File: config.mk
export PLATFORM = sky130hd
export DESIGN_NAME = prbs_mark_gen
export DESIGN_NICKNAME = d
export VERILOG_FILES = /design/src/rtl/prbs_mark_pkg.sv /design/src/rtl/prbs_lfsr.sv /design/src/rtl/prbs_hist.sv /design/src/rtl/prbs_shaper.sv /design/src/rtl/prbs_mark_gen.sv
export SDC_FILE = /design/constraint.sdc
export NUM_CORES = 1
export LEC_CHECK = 0
export BUFFER_PORTS_ARGS = -buffer_cell sky130_fd_sc_hd__buf_2
export CELL_PAD_IN_SITES_DETAIL_PLACEMENT = 1
export CELL_PAD_IN_SITES_GLOBAL_PLACEMENT = 2
export CORE_MARGIN = 2
export CORE_UTILIZATION = 44
export CTS_BUF_LIST = sky130_fd_sc_hd__clkbuf_8
export DETAILED_ROUTE_END_ITERATION = 6
export GPL_TIMING_DRIVEN = 0
export HOLD_SLACK_MARGIN = 0.12
export PLACE_DENSITY = 0.89
export RECOVER_POWER = 100
export SLEW_MARGIN = 15
export SYNTH_ARGS = -nofsm -noshare
export SYNTH_HDL_FRONTEND = slang
export SYNTH_HIERARCHICAL = 1
export SYNTH_SLANG_ARGS = --single-unit
File: constraint.sdc
create_clock -name clk -period 5.1 [get_ports clk]
set_input_delay 0.51 -clock clk [delete_from_list [all_inputs] [get_ports clk]]
set_output_delay 0.51 -clock clk [all_outputs]
set_load 0.03 [all_outputs]
File: src/rtl/prbs_mark_pkg.sv
package prbs_mark_pkg;

    // Longest supported register and width of an index into it
    localparam int MAX_ORDER = 31;
    localparam int IDX_W     = $clog2(MAX_ORDER + 1);

    typedef enum logic [2:0] {
        LEN_7   = 3'd0,
        LEN_9   = 3'd1,
        LEN_11  = 3'd2,
        LEN_15  = 3'd3,
        LEN_20  = 3'd4,
        LEN_23  = 3'd5,
        LEN_31  = 3'd6,
        LEN_ALT = 3'd7
    } len_sel_e;

    typedef enum logic [1:0] {
        MARK_HALF    = 2'd0,
        MARK_QUARTER = 2'd1,
        MARK_EIGHTH  = 2'd2,
        MARK_NONE    = 2'd3
    } mark_e;

    // Feedback polynomial x^order + x^tap + 1
    typedef struct packed {
        logic [IDX_W-1:0] order;
        logic [IDX_W-1:0] tap;
    } poly_t;

    function automatic poly_t poly_of(input len_sel_e sel);
        poly_t p;
        case (sel)
            LEN_9:   begin p.order = IDX_W'(9);  p.tap = IDX_W'(5);  end
            LEN_11:  begin p.order = IDX_W'(11); p.tap = IDX_W'(9);  end
            LEN_15:  begin p.order = IDX_W'(15); p.tap = IDX_W'(14); end
            LEN_20:  begin p.order = IDX_W'(20); p.tap = IDX_W'(3);  end
            LEN_23:  begin p.order = IDX_W'(23); p.tap = IDX_W'(18); end
            LEN_31:  begin p.order = IDX_W'(31); p.tap = IDX_W'(28); end
            default: begin p.order = IDX_W'(7);  p.tap = IDX_W'(6);  end
        endcase
        return p;
    endfunction

endpackage

File: src/rtl/prbs_lfsr.sv
module prbs_lfsr
    import prbs_mark_pkg::*;
(
    input  logic                 clk,
    input  logic                 rst,
    input  logic                 en,
    input  len_sel_e             len_code,
    output logic                 raw,
    output logic [MAX_ORDER-1:0] state
);

    logic [MAX_ORDER-1:0] state_q;
    len_sel_e             code_q;
    poly_t                poly;
    logic [IDX_W-1:0]     top_idx;
    logic [IDX_W-1:0]     tap_idx;
    logic                 feedback;
    logic                 reload;

    always_comb begin
        poly     = poly_of(len_code);
        top_idx  = poly.order - IDX_W'(1);
        tap_idx  = poly.tap - IDX_W'(1);
        raw      = state_q[top_idx];
        feedback = state_q[top_idx] ^ state_q[tap_idx];
        reload   = (len_code != code_q);
    end

    always_ff @(posedge clk) begin
        if (rst) begin
            state_q <= '1;
            code_q  <= len_code;
        end else if (en) begin
            if (reload) begin
                state_q <= '1;
                code_q  <= len_code;
            end else begin
                state_q <= {state_q[MAX_ORDER-2:0], feedback};
            end
        end
    end

    assign state = state_q;

endmodule

File: src/rtl/prbs_hist.sv
module prbs_hist #(
    parameter int DEPTH = 6
) (
    input  logic           clk,
    input  logic           rst,
    input  logic           en,
    input  logic           raw,
    output logic [DEPTH:1] past
);

    // past[k] holds the raw bit from k enabled cycles ago
    always_ff @(posedge clk) begin
        if (rst) begin
            past <= '0;
        end else if (en) begin
            past <= {past[DEPTH-1:1], raw};
        end
    end

endmodule

File: src/rtl/prbs_shaper.sv
module prbs_shaper
    import prbs_mark_pkg::*;
#(
    parameter int SHORT_SHIFT = 1,
    parameter int LONG_SHIFT  = 3,
    parameter int DEPTH       = 2 * LONG_SHIFT
) (
    input  logic           raw,
    input  logic [DEPTH:1] past,
    input  mark_e          mark,
    input  logic           long_shift,
    input  logic           invert,
    output logic           shaped
);

    localparam int COPIES = 2;

    logic [COPIES:1] near_copy;
    logic [COPIES:1] far_copy;
    logic [COPIES:1] sel_copy;
    logic            anded;

    for (genvar k = 1; k <= COPIES; k++) begin : g_copy
        assign near_copy[k] = past[k * SHORT_SHIFT];
        assign far_copy[k]  = past[k * LONG_SHIFT];
    end

    always_comb begin
        sel_copy = long_shift ? far_copy : near_copy;
        case (mark)
            MARK_QUARTER: anded = raw & sel_copy[1];
            MARK_EIGHTH:  anded = raw & sel_copy[1] & sel_copy[2];
            MARK_NONE:    anded = 1'b0;
            default:      anded = raw;
        endcase
        shaped = anded ^ invert;
    end

endmodule

File: src/rtl/prbs_mark_gen.sv
module prbs_mark_gen
    import prbs_mark_pkg::*;
#(
    parameter int SHORT_SHIFT = 1,
    parameter int LONG_SHIFT  = 3
) (
    input  logic       clk,
    input  logic       rst,
    input  logic       en,
    input  logic [2:0] len_sel,
    input  logic [1:0] mark_sel,
    input  logic       long_shift,
    input  logic       invert,
    output logic       dout
);

    localparam int HIST_DEPTH = 2 * LONG_SHIFT;

    logic                  raw_bit;
    logic [MAX_ORDER-1:0]  lfsr_state;
    logic [HIST_DEPTH:1]   hist;
    logic                  shaped_bit;

    prbs_lfsr u_lfsr (
        .clk      (clk),
        .rst      (rst),
        .en       (en),
        .len_code (len_sel_e'(len_sel)),
        .raw      (raw_bit),
        .state    (lfsr_state)
    );

    prbs_hist #(.DEPTH(HIST_DEPTH)) u_hist (
        .clk  (clk),
        .rst  (rst),
        .en   (en),
        .raw  (raw_bit),
        .past (hist)
    );

    prbs_shaper #(
        .SHORT_SHIFT (SHORT_SHIFT),
        .LONG_SHIFT  (LONG_SHIFT),
        .DEPTH       (HIST_DEPTH)
    ) u_shaper (
        .raw        (raw_bit),
        .past       (hist),
        .mark       (mark_e'(mark_sel)),
        .long_shift (long_shift),
        .invert     (invert),
        .shaped     (shaped_bit)
    );

    always_ff @(posedge clk) begin
        if (rst) begin
            dout <= 1'b0;
        end else if (en) begin
            dout <= shaped_bit;
        end
    end

endmodule

* Yosys cells after proc, flatten, opt, wreduce, memory -nomap -nowiden *
Index checks and enable logic that the tools add are counted.

operators by class
  divide/modulo/power cells = 0
  reduce and logical (&&, ||, !) cells = 3
  equality and inequality tests = 10
  multiply operators = 0
  add/subtract/negate cells = 2
  multiplexer cells = 11
  shift-type cells = 0
  bitwise operators = 4
  order comparisons = 2

operator list
  operator                                                    count
  case mux 10 bit (6 select lines)                            1
  2-to-1 mux 31 bit                                           1
  less-than comparator 5 x 6 -> 1 bit, second input constant  2
  binary-select mux 1 bit (select 5 bit)                      2
  subtractor 5 x 1 -> 5 bit, second input constant            2
  == test 3 bit, second input constant                        3
  2-to-1 mux 3 bit                                            3
  == test 3 x 2 -> 1 bit, second input constant               2
  == test 2 bit, second input constant                        2
  nonzero test 2 bit                                          2
  == test 3 x 1 -> 1 bit, second input constant               1
  != test 3 bit                                               1
  case mux 1 bit (3 select lines)                             1
  AND 1 bit                                                   2
  == test 2 x 1 -> 1 bit, second input constant               1
  2-to-1 mux 1 bit                                            2
  2-to-1 mux 2 bit                                            1
  AND reduction 2 bit                                         1
  XOR 1 bit                                                   2

word-level totals
  output and inout port bits = 1
  word-level logic and storage cells = 36
  bits in writable memories = 0
  memories = 0
  bits in read-only memories = 0
  bits in latches = 0
  bits in registers = 41
  input port bits = 10

* Logic depth before layout (Yosys ltp) *
Gate-level depths: netlist (run 1).

  depth in word-level cells = 9
  mapped depth = 14
  gate-level depth less buffers = 12

* Modules after synthesis *
Netlist (run 1), hierarchy kept.

modules (own cells, without submodules)
  module         area each (um2)  sequential area each (um2)  times used  cells an instance
  prbs_lfsr      1636.6           710.7                       1           159
  prbs_hist      214.0            120.1                       1           19
  prbs_shaper    97.6             0.0                         1           13
  prbs_mark_gen  33.8             20.0                        1           3

* Worst setup path before layout (run 1) *
Ideal clock, no wire load.

  path kind = input-to-reg
  start = input port len_sel[1]
  end = register dout
  library setup time = 0.115 ns
  setup slack = 1.684 ns
  required time = 4.985 ns
  buffers on the path = 2
  arrival = 3.302 ns
  cell stages on the path = 13
  cells stage by stage = buf_4 nand2b_1 nor2_1 ha_1 buf_6 mux4_2 mux2_2 o211a_1 nor4b_1 a211o_1 or4b_1 mux2i_1 nor2_1

on the way
  word-level cells in the longest chain between the ends = 9
  elaborated cells on any way between the ends = 14
  those cells by class = add/sub (1); eq/ne (6); mux (4); bitwise (3)

ends and longest elaborated chain
  what                                         line                                  source
  from (decl)                                  prbs_mark_gen.sv:10                   input logic [2:0] len_sel,
  == test 3 bit, or another cell as far along  prbs_mark_pkg.sv:33                   case (sel)
  case mux 10 bit (6 select lines) (*)         prbs_mark_pkg.sv:33
  subtractor 5 x 1 -> 5 bit (*)                prbs_lfsr.sv:22                       top_idx = poly.order - IDX_W'(1);
  binary-select mux 1 bit (select 5 bit) (*)   prbs_lfsr.sv:24                       raw = state_q[top_idx];
  2-to-1 mux 1 bit (not written as such) (*)   prbs_lfsr.sv:24
  named net raw_bit                            prbs_mark_gen.sv:19                   logic raw_bit;
  AND 1 bit                                    prbs_shaper.sv:31, prbs_shaper.sv:32
  AND 1 bit                                    prbs_shaper.sv:32                     MARK_EIGHTH: anded = raw & sel_copy[1] & sel_copy[2];
  case mux 1 bit (3 select lines) (*)          prbs_shaper.sv:30                     case (mark)
  XOR 1 bit (*)                                prbs_shaper.sv:36                     shaped = anded ^ invert;
  named net shaped_bit                         prbs_mark_gen.sv:22                   logic shaped_bit;
  to (signal assigned)                         prbs_mark_gen.sv:58                   dout <= shaped_bit;
  to (decl)                                    prbs_mark_gen.sv:14                   output logic dout

The timed path passes the listed nets; every way through them passes the cells marked *. The select of a mux whose other input is x is not followed.
A chain may end at the register's enable or synchronous reset.

* Final worst setup path (run 1) *
  start = input port len_sel[0]
  end = register dout

The elaborated chain is that of the path after synthesis.

==> results.yml, run 1 <==
logic_synthesis:
  synth_area_leaders: "sky130_fd_sc_hd__dfxtp_1, sky130_fd_sc_hd__mux2i_1, sky130_fd_sc_hd__nand2_1, sky130_fd_sc_hd__edfxtp_1, sky130_fd_sc_hd__mux4_2"
  synth.yosys.seq_area_share_pct: 42.9
  synth-seq-cells: 41
  synth_largest_area_cell: "sky130_fd_sc_hd__dfxtp_1"
  synth_area_per_cell_um2: 10.2
  yosysWarnings: 6
  postSynthCellCount: 194
  synth_top_area_share_pct: 38.4
  post_synth_num_cell_types: 39
  synth_nets: 205
  synth_area_um2: 1980
sta:
  setup_viol: 0
  final.setup_skew_ns: 0.0103
  worstMarginPinSlew_ns: 0.679
  fmax_mhz: 252
  max_slew_vio_count: 0
  number_of_failing_hold_endpoints_at_the_final_stage: 0
  unrepaired_setup_endpoints_after_global_routing: "false"
  tns_ns: 0
  period_minus_slack_ns: 3.97
  finalCritPeriodShare_pct: 77.9
  worst_case_headroom_to_the_max_slew_limit_pct: 54.7
floorplanning:
  die_height_um: 71.1
  die_w_um: 71.1
  row_count: 24
  floorplan.die_area_um2: 5060
  pin_count: 11
  placeableCoreArea_um2: 4350
  floorplan.initialDensity_pct: 45.5
clock_tree:
  postCtsHoldBufs: 0
  root_buffer: "sky130_fd_sc_hd__clkbuf_8"
  cts.clk_slew.worst_paths_ns: 0.08
  tritoncts: "yes"
  cts_made_buffers: 5
  post_cts.resized_instances: 0
  max-clock-path-buffers: 2
  clkSinkCount: 41
  htree_levels: 2
  cts_post_setup_buffers_inserted: 0
  clkLatencyLatePin_ns: 0.29
final_layout:
  fin_nets: 222
  fin_area_um2: 2160
  post_route_cells_drive_above_1_share_pct: 9.43
  number_of_inserted_filler_cells_in_the_final_layout: 498
  finish.cell_count_without_fillers: 264
  layout.core_utilization_pct: 49.5
  antennaDiodeCount: 0
  area_growth_syn_to_layout_pct: 8.84
setup_path:
  timing.reg2reg.setup_slack_ns: 2.44
  regToRegStartpoint: "u_lfsr/state[4]$_SDFFE_PP1P_"
  path_class: "primary input to flop"
  worst_r2r_end: "dout$_SDFFE_PP0P_"
  worst_reg_to_reg_cells: 8
  timing.critical_path.required_ns: 5.27
  worst-endpoint-arrival_ns: 4.15
  critical_path.startpoint_type: "primary input"
  crit_path_max_fanout: 10
  worstSetupEndpointType: "flop"
global_routing:
  overflow: 0
  first_global_vias: 1520
  groute.layer.met3.usage_pct: 4.70
  grt.busiest_layer: "met2"
  groute.usage.overall_pct: 17.4
  globalRouteMet2Util_pct: 31.2
  global_route_wire_length_before_repair_um: 6960
  use_met1_pct: 20.9
  grt_antenna_before_repair: 0
  grt_start_max_net_pins: 13
route:
  drt_iter0_markers: 36
  vias: 1453
  detail_route.wirelength_um: 4100
  drcViolationCount: 0
  count_of_tritonroute_iterations_in_the_first_routing_pass: 4
  post_drt_via_cell_ratio: 5.50
  route.antenna.remaining_nets: 0
  routed_wire_length_per_instance_um: 15.5
run_status:
  result_of_the_run: "complete, no violations"
min_path:
  hp-start: "len_sel[2]"
  hold_path_end: "u_lfsr/code_q[2]$_DFFE_PP_"
  worst_hold_path.num_cells: 1
  hold_class: "primary input to flop"
pwr:
  cellPowerDensity_nw_per_um2: 276
  power.static_leakage_uw: 0.000893
  post-layout-total-power_uw: 596
  max-vdd-ir-drop_mv: 0.106
job:
  maxcap_viol_count: 0
placement:
  place_area_um2: 2100
  globalplace.congestion: 0.785
  placed_cells_incl_taps: 256
  detailedPlacementHpwl_um: 3090
  place.port_buffers: 10
## registers in the layout, summed over array words and instances, names as in the netlist
name           count
u_lfsr/state      31
dout               1
u_hist/past        6
u_lfsr/code_q      3
## cells in the final DEF (no fill, tap or decap), types with 2 or more instances in the layout
| cell | instances |
|---|---|
| sky130_fd_sc_hd__or4b_1 | 2 |
| sky130_fd_sc_hd__clkbuf_8 | 5 |
| sky130_fd_sc_hd__nor2_1 | 12 |
| sky130_fd_sc_hd__buf_2 | 5 |
| sky130_fd_sc_hd__clkbuf_1 | 14 |
| sky130_fd_sc_hd__nand2_1 | 35 |
| sky130_fd_sc_hd__dfxtp_1 | 38 |
| sky130_fd_sc_hd__buf_4 | 2 |
| sky130_fd_sc_hd__nand3_1 | 2 |
| sky130_fd_sc_hd__nand2b_1 | 2 |
| sky130_fd_sc_hd__a2111oi_0 | 2 |
| sky130_fd_sc_hd__edfxtp_1 | 3 |
| sky130_fd_sc_hd__nor3_1 | 3 |
| sky130_fd_sc_hd__inv_1 | 4 |
| sky130_fd_sc_hd__mux2i_1 | 49 |
| sky130_fd_sc_hd__xnor2_1 | 5 |
| sky130_fd_sc_hd__a31oi_1 | 2 |
| sky130_fd_sc_hd__mux4_2 | 2 |
| sky130_fd_sc_hd__nor3b_1 | 2 |
## report_power, final
| group | total, uW | switching (uW) | internal [uW] |
|---|---|---|---|
| clock | 198 | 106 | 92.0 |
| sequential | 331 | 2.78 | 328 |
| combinational | 67.1 | 38.5 | 28.6 |
| total | 596 | 147 | 449 |
## final cells by class
class	count	area (um^2)	area share, %
tap	52	65.1	3.02
multi-input combinational	139	1050	48.6
clock inverter	3	12.5	0.580
clock buffer	5	68.8	3.19
sequential	41	851	39.4
timing repair buffer	10	43.8	2.03
inverter	2	7.51	0.348
buffer	12	60.1	2.78
## logic make-up (layout without fill, tap and decap cells)
family | Yosys count | in the layout | synth area share (%)
DFF | 41 | 41 | 42.9
buffers and inverters | 14 | 32 | 4.17
and+or+nand+nor | 66 | 66 | 15.5
AOI/OAI and AO/OA | 13 | 13 | 5.18
xor gates and xnor gates | 6 | 6 | 2.65
muxes | 53 | 53 | 28.9
adders and majority gates | 1 | 1 | 0.631
## metrics by stage
stage / hold WS (ns) / setup WS [ns]
finish: 0.464 / 1.13
global route: 0.462 / 0.988
CTS: 0.411 / 1.55
detailed placement: 0.467 / 1.25
global placement: 0.452 / 1.33
floorplan: 0.441 / 1.68
## cells in the mapped netlist
cell type and count:
sky130_fd_sc_hd__or3b_2 1, sky130_fd_sc_hd__ha_1 1, sky130_fd_sc_hd__mux2i_1 49, sky130_fd_sc_hd__edfxtp_1 3, sky130_fd_sc_hd__nor2_2 1, sky130_fd_sc_hd__o22ai_1 1, sky130_fd_sc_hd__xnor2_1 5, sky130_fd_sc_hd__o2bb2ai_1 1
sky130_fd_sc_hd__a2111oi_0 2, sky130_fd_sc_hd__nor2b_1 1, sky130_fd_sc_hd__mux4_1 1, sky130_fd_sc_hd__dfxtp_1 38, sky130_fd_sc_hd__nand3_1 2, sky130_fd_sc_hd__buf_4 2, sky130_fd_sc_hd__inv_1 2, sky130_fd_sc_hd__and3_1 1
sky130_fd_sc_hd__a221oi_1 1, sky130_fd_sc_hd__nand4_1 1, sky130_fd_sc_hd__a31oi_1 2, sky130_fd_sc_hd__nand3b_1 1, sky130_fd_sc_hd__nand2b_1 2, sky130_fd_sc_hd__o211a_1 1, sky130_fd_sc_hd__nor2_1 12, sky130_fd_sc_hd__and2b_2 1
sky130_fd_sc_hd__nor3_1 3, sky130_fd_sc_hd__a21oi_1 1, sky130_fd_sc_hd__or4b_1 2, sky130_fd_sc_hd__mux4_2 2, sky130_fd_sc_hd__buf_6 3, sky130_fd_sc_hd__o21bai_1 1, sky130_fd_sc_hd__mux2_2 1, sky130_fd_sc_hd__xor2_1 1
sky130_fd_sc_hd__o32a_1 1, sky130_fd_sc_hd__a211o_1 1, sky130_fd_sc_hd__o31ai_1 1, sky130_fd_sc_hd__clkbuf_1 7, sky130_fd_sc_hd__nor4b_1 1, sky130_fd_sc_hd__nor3b_1 2, sky130_fd_sc_hd__nand2_1 35
## critical path: stages
cell and delay, ns:
sky130_fd_sc_hd__clkbuf_1 0.26, sky130_fd_sc_hd__clkbuf_1 0.48, sky130_fd_sc_hd__xnor2_1 0.18, sky130_fd_sc_hd__nor2_1 0.06, sky130_fd_sc_hd__ha_1 0.28, sky130_fd_sc_hd__buf_6 0.16, sky130_fd_sc_hd__mux4_2 0.51, sky130_fd_sc_hd__mux2_2 0.28
sky130_fd_sc_hd__o211a_1 0.28, sky130_fd_sc_hd__nor4b_1 0.18, sky130_fd_sc_hd__a211o_1 0.26, sky130_fd_sc_hd__or4b_1 0.46, sky130_fd_sc_hd__mux2i_1 0.15, sky130_fd_sc_hd__nor2_1 0.07
## how the worst max path moves through the flow
stage                           from           endpoint  slack, ns  cells after the start
after floorplan           len_sel[1]  dout$_SDFFE_PP0P_       1.68                     13
after CTS                 len_sel[1]  dout$_SDFFE_PP0P_       1.55                     14
after detailed placement  len_sel[1]  dout$_SDFFE_PP0P_       1.25                     14
final                     len_sel[0]  dout$_SDFFE_PP0P_       1.13                     14
after global placement    len_sel[1]  dout$_SDFFE_PP0P_       1.33                     14
after global routing      len_sel[0]  dout$_SDFFE_PP0P_       0.99                     14
## metal layers
layer	part of all wire, %	vias up	routed length (um)
met1	47	714	1930
met5	0	-	0
met4	0.83	0	34
met2	50	15	2030
li1	-	720	-
met3	2.6	4	106
Note: power is estimated with default switching activity, not from simulation.
==> run 2, diff against run 1 <==
Settings changed: CORE_UTILIZATION 44 to 37, PLACE_DENSITY 0.89 to 0.8.
Clock period 5.1 ns to 3.41 ns, I/O delays scaled along.
==> run 2 against run 1 <==
- clock skew shrank 0.0088 ns
- utilization fell by 6.3 points
- combinational power rose by 54%
- clock power is 60% higher
- sequential power rose by 50%
- wire length grew 2.3%
- critical path depth unchanged
- critical path type unchanged
- critical endpoint unchanged
- largest cell class unchanged
- highest routed layer unchanged
==> results.yml, run 2 (synthesis results as in run 1) <==
setup_path:
  critical_path.startpoint_type: "primary input"
  timing.critical_path.required_ns: 3.59
  worst_reg_to_reg_cells: 8
  worst-endpoint-arrival_ns: 3.47
  crit_path_max_fanout: 10
  timing.reg2reg.setup_slack_ns: 0.84
  regToRegStartpoint: "u_lfsr/state[4]$_SDFFE_PP1P_"
  timing.critical_path.from: "len_sel[0]"
  critical_path.endpoint: "dout$_SDFFE_PP0P_"
  path_class: "primary input to flop"
  worst_r2r_end: "dout$_SDFFE_PP0P_"
  worstSetupEndpointType: "flop"
sta:
  period_minus_slack_ns: 3.29
  number_of_failing_hold_endpoints_at_the_final_stage: 0
  worst_case_headroom_to_the_max_slew_limit_pct: 53.5
  final.setup_skew_ns: 0.00156
  worstMarginPinSlew_ns: 0.697
  setup_viol: 0
  fmax_mhz: 304
  max_slew_vio_count: 0
  unrepaired_setup_endpoints_after_global_routing: "false"
  finalCritPeriodShare_pct: 96.4
clock_tree:
  htree_levels: 2
  max-clock-path-buffers: 2
  root_buffer: "sky130_fd_sc_hd__clkbuf_8"
  clkSinkCount: 41
  cts.clk_slew.worst_paths_ns: 0.07
  cts_made_buffers: 5
  tritoncts: "yes"
  clkLatencyLatePin_ns: 0.29
  postCtsHoldBufs: 0
final_layout:
  largest_register_ffs: 31
  mostFrequentLayoutCell: "sky130_fd_sc_hd__mux2i_1"
  layout.core_utilization_pct: 43.3
  fin_nets: 224
  commonest_cells_after_routing_fill_and_taps_aside: "sky130_fd_sc_hd__mux2i_1, sky130_fd_sc_hd__dfxtp_1, sky130_fd_sc_hd__nand2_1, sky130_fd_sc_hd__nor2_1, sky130_fd_sc_hd__clkbuf_1"
  antennaDiodeCount: 0
  area_growth_syn_to_layout_pct: 12.2
  post_route_cells_drive_above_1_share_pct: 13.1
global_routing:
  global_route_wire_length_before_repair_um: 7240
  groute.usage.overall_pct: 15.0
  first_global_vias: 1519
  grt_start_max_net_pins: 13
  grt_antenna_before_repair: 0
  overflow: 0
route:
  post_drt_via_cell_ratio: 5.13
  drt_iter0_markers: 64
  vias: 1458
  route.antenna.remaining_nets: 0
  routed_wire_length_per_instance_um: 14.8
  detail_route.wirelength_um: 4200
  drcViolationCount: 0
  count_of_tritonroute_iterations_in_the_first_routing_pass: 4
floorplanning:
  pin_count: 11
  row_count: 26
  floorplan.initialDensity_pct: 38.6
  placeableCoreArea_um2: 5140
  die_w_um: 77.2
  die_height_um: 77.2
  floorplan.die_area_um2: 5960
pwr:
  cellPowerDensity_nw_per_um2: 412
  max-vdd-ir-drop_mv: 0.168
  power.static_leakage_uw: 0.000919
  post-layout-total-power_uw: 915
placement:
  detailedPlacementHpwl_um: 3120
  globalplace.congestion: 0.767
  place.port_buffers: 10
run_status:
  result_of_the_run: "complete, no violations"
min_path:
  worst_hold_path.num_cells: 1
  hp-start: "len_sel[1]"
  hold_class: "primary input to flop"
job:
  maxcap_viol_count: 0
==> run 2: cell count changes in the layout (fill, tap and decap cells not counted), sizes merged <==
| cell | change |
|---|---|
| buf | +6 |
| clkbuf | -3 |
| clkinv | +1 |
| inv | -2 |
==> run 2: area by class of cell <==
cell class,count,area (um^2)
buffer,12,67.6
clock buffer,6,82.6
clock inverter,2,8.76
fill,610,2920
inverter,2,7.51
multi-input combinational,139,1060
sequential,41,851
tap,70,87.6
timing repair buffer,12,62.6
==> run 2: per-layer routing <==
metal  track usage [%]  up-vias  routed length [um]
li1                  -      724                   -
met2              24.5       13                1960
met1              19.5      713                2070
met4              4.64        0                  61
met3              3.53        8                 112
met5                 0        -                   0
==> run 2: how the worst min path moves through the flow <==
| stage | endpoint | slack [ns] |
|---|---|---|
| global placement | u_lfsr/state[25]$_SDFFE_PP1P_ | 0.45 |
| floorplan | dout$_SDFFE_PP0P_ | 0.41 |
| finish | u_lfsr/code_q[1]$_DFFE_PP_ | 0.26 |
| detailed placement | u_lfsr/state[25]$_SDFFE_PP1P_ | 0.47 |
| CTS | u_lfsr/code_q[2]$_DFFE_PP_ | 0.25 |
| global route | u_lfsr/code_q[1]$_DFFE_PP_ | 0.26 |
==> run 2: report_power, final <==
group	internal, uW	switching [uW]	leakage (uW)
logic	45.0	58.2	0.000531
clock network	160	156	0.0000486
registers	491	4.39	0.000339
total	696	219	0.000919
==> run 2: per-stage QoR <==
step | cells | instance area (um^2) | worst slack, ns | hold WS [ns] | setup TNS [ns]
after CTS | 282 | 2210 | 0.00737 | 0.246 | 0
after floorplan | 194 | 1980 | 0.163 | 0.413 | 0
final | 284 | 2220 | 0.124 | 0.262 | 0
after global routing | 284 | 2220 | 0.00594 | 0.260 | 0
after detailed placement | 274 | 2120 | -0.300 | 0.468 | -0.300
after global placement | 274 | 2120 | -0.241 | 0.452 | -0.241
==> run 2: timing repair <==
| action | 4_1_cts | 5_1_grt |
|---|---|---|
| endpoints found under the setup margin | 0 | 1 |
| buffers inserted | 0 | 2 |
| gates resized for setup | 0 | 2 |
==> run 2: critical path, cell delays in order <==
cell and delay [ns]:
sky130_fd_sc_hd__buf_2 0.17, sky130_fd_sc_hd__buf_6 0.18, sky130_fd_sc_hd__xnor2_1 0.14, sky130_fd_sc_hd__nor2_1 0.06, sky130_fd_sc_hd__ha_1 0.28, sky130_fd_sc_hd__buf_6 0.16, sky130_fd_sc_hd__mux4_2 0.51, sky130_fd_sc_hd__mux2_2 0.29
sky130_fd_sc_hd__o211a_1 0.26, sky130_fd_sc_hd__nor4b_1 0.16, sky130_fd_sc_hd__a211o_1 0.25, sky130_fd_sc_hd__or4b_1 0.47, sky130_fd_sc_hd__mux2i_1 0.14, sky130_fd_sc_hd__nor2_1 0.05
==> run 3, diff against run 2 <==
Settings changed: CELL_PAD_IN_SITES_DETAIL_PLACEMENT 1 to 0.
==> run 3 against run 2 <==
- fmax rose by 1.4%
- final cell count fell by 0.35%
- register-to-register slack hardly changed
- largest cell class unchanged
- sequential share of layout area fell by 0.24 points
- worst setup slack better by 0.046 ns
- combinational power is essentially flat
- wire length fell by 8.7%
- count of clock-buffer cells in the layout is the same
- non-clock buffer count shrank 1
- global-route usage shrank 0.94 points
==> results.yml, run 3 (synthesis results as in run 1) <==
final_layout:
  post_route_cells_drive_above_1_share_pct: 13.6
  number_of_inserted_filler_cells_in_the_final_layout: 530
  antennaDiodeCount: 0
  largest_register_ffs: 31
  commonest_cells_after_routing_fill_and_taps_aside: "sky130_fd_sc_hd__mux2i_1, sky130_fd_sc_hd__dfxtp_1, sky130_fd_sc_hd__nand2_1, sky130_fd_sc_hd__nor2_1, sky130_fd_sc_hd__clkbuf_1"
  layout.core_utilization_pct: 43.5
  fin_area_um2: 2240
  area_growth_syn_to_layout_pct: 12.9
  fin_nets: 223
  mostFrequentLayoutCell: "sky130_fd_sc_hd__mux2i_1"
  finish.cell_count_without_fillers: 283
sta:
  worst_case_headroom_to_the_max_slew_limit_pct: 55.0
  worstMarginPinSlew_ns: 0.675
  period_minus_slack_ns: 3.24
  unrepaired_setup_endpoints_after_global_routing: "false"
  final.setup_skew_ns: 0.00261
  number_of_failing_hold_endpoints_at_the_final_stage: 0
  tns_ns: 0
  fmax_mhz: 309
  max_slew_vio_count: 0
  timing.final.ws_setup_ns: 0.170
  setup_viol: 0
  finalCritPeriodShare_pct: 95.0
clock_tree:
  cts_made_buffers: 5
  htree_levels: 2
  clkSinkCount: 41
  max-clock-path-buffers: 2
  postCtsHoldBufs: 0
  clkLatencyLatePin_ns: 0.28
  root_buffer: "sky130_fd_sc_hd__clkbuf_8"
  cts.clk_slew.worst_paths_ns: 0.07
  tritoncts: "yes"
global_routing:
  groute.usage.overall_pct: 14.1
  overflow: 0
  grt_antenna_before_repair: 0
  global_route_wire_length_before_repair_um: 6760
  first_global_vias: 1458
  grt_start_max_net_pins: 13
placement:
  place.port_buffers: 10
  dp_worst_setup_slack_ns: -0.229
  place_area_um2: 2120
  placed_cells_incl_taps: 274
  globalplace.congestion: 0.767
  detailedPlacementHpwl_um: 2890
setup_path:
  critPathSlowestCell: "sky130_fd_sc_hd__mux4_2"
  worstSetupEndpointType: "flop"
  worst-endpoint-arrival_ns: 3.41
  crit_path_max_fanout: 10
  timing.critical_path.required_ns: 3.58
  cp_cell_instances: "buf_2 > buf_4 > xnor2_2 > nor2_1 > ha_1 > buf_6 > mux4_2 > mux2_2 > o211a_4 > nor4b_1 > a211o_1 > or4b_1 > mux2i_1 > nor2_1"
  path_class: "primary input to flop"
  critical_path.startpoint_type: "primary input"
  worst_r2r_end: "dout$_SDFFE_PP0P_"
  timing.reg2reg.setup_slack_ns: 0.85
  worst_reg_to_reg_cells: 8
  worst_path_most_repeated_cell: "sky130_fd_sc_hd__nor2_1"
  worst_path_largest_cell_delay_ns: 0.50
  regToRegStartpoint: "u_lfsr/state[4]$_SDFFE_PP1P_"
pwr:
  power.share.sequential_pct: 54.2
  clock_power_share_pct: 34.3
  power.static_leakage_uw: 0.000923
  internal-power_uw: 699
  cellPowerDensity_nw_per_um2: 409
  power.combinational.fraction_pct: 11.6
  max-vdd-ir-drop_mv: 0.196
  power.switching_fraction_pct: 23.5
  power.net_switching_uw: 215
floorplanning:
  die_w_um: 77.2
  floorplan.die_area_um2: 5960
  placeableCoreArea_um2: 5140
  pin_count: 11
  row_count: 26
  floorplan.initialDensity_pct: 38.6
  die_height_um: 77.2
route:
  count_of_tritonroute_iterations_in_the_first_routing_pass: 4
  vias: 1413
  drcViolationCount: 0
  detail_route.wirelength_um: 3830
  route.antenna.remaining_nets: 0
  post_drt_via_cell_ratio: 4.99
  drt_iter0_markers: 88
  routed_wire_length_per_instance_um: 13.5
min_path:
  hold_path_end: "u_lfsr/code_q[1]$_DFFE_PP_"
  worst_hold_path.num_cells: 1
  hp-start: "len_sel[1]"
  hold_class: "primary input to flop"
run_status:
  result_of_the_run: "complete, no violations"
job:
  maxcap_viol_count: 0
run 3: changes by cell type in the layout (fill, tap and decap cells not counted), sizes merged:
cell	change
buf	-2
clkbuf	+1
run 3: metrics by stage:
stage	total power [uW]	hold slack [ns]
2_1_floorplan	583	0.413
3_3_place_gp	606	0.452
3_5_place_dp	609	0.463
4_1_cts	925	0.250
5_1_grt	959	0.255
6_report	914	0.264
run 3: per-layer routing:
metal  vias to the layer above  wire (um)  global-route usage (%)
met3                         6        131                    3.53
met2                        19       1710                    22.2
li1                        720          -                       -
met4                         0         42                    5.18
met5                         -          0                       0
met1                       668       1950                    18.5
run 3: worst max-delay path, delay by kind of cell:
family | cells | cell delay (ns)
buf+inv | 3 | 0.46
simple gates | 4 | 0.72
compound gates | 2 | 0.51
mux | 3 | 0.95
fa+ha+maj | 1 | 0.28
xor+xnor | 1 | 0.15
run 3: power groups by stage:
stage | Sequential [uW] | Clock (uW) | Combinational, uW
after floorplan | 507 | 0 | 75.1
after global placement | 506 | 0 | 100
after global routing | 496 | 347 | 116
after CTS | 495 | 326 | 103
final | 495 | 313 | 106
after detailed placement | 507 | 0 | 102
run 3: worst max-delay path by stage:
stage / startpoint / end / slack (ns) / cells past startpoint
after global placement: len_sel[1] / dout$_SDFFE_PP0P_ / -0.24 / 14
after CTS: len_sel[1] / dout$_SDFFE_PP0P_ / 0.06 / 14
final: len_sel[2] / dout$_SDFFE_PP0P_ / 0.17 / 14
after global routing: len_sel[2] / dout$_SDFFE_PP0P_ / 0.005 / 14
after detailed placement: len_sel[1] / dout$_SDFFE_PP0P_ / -0.23 / 14
after floorplan: len_sel[1] / dout$_SDFFE_PP0P_ / 0.16 / 13
run 3: what timing repair did:
item | in CTS | in global routing
setup buffers | 0 | 1
setup endpoints to repair | 0 | 1
hold endpoints to repair | 0 | 0
gates resized for setup | 0 | 6
run 3: final cells by class:
cell class                      instances  area, um^2  area share, %
Clock inverter                          2        8.76          0.391
Timing Repair Buffer                   11        57.6           2.57
Tap cell                               70        87.6           3.91
Buffer                                 12        71.3           3.19
Sequential cell                        41         851           38.0
Clock buffer                            6        82.6           3.69
Multi-Input combinational cell        139        1070           47.9
Inverter                                2        7.51          0.336
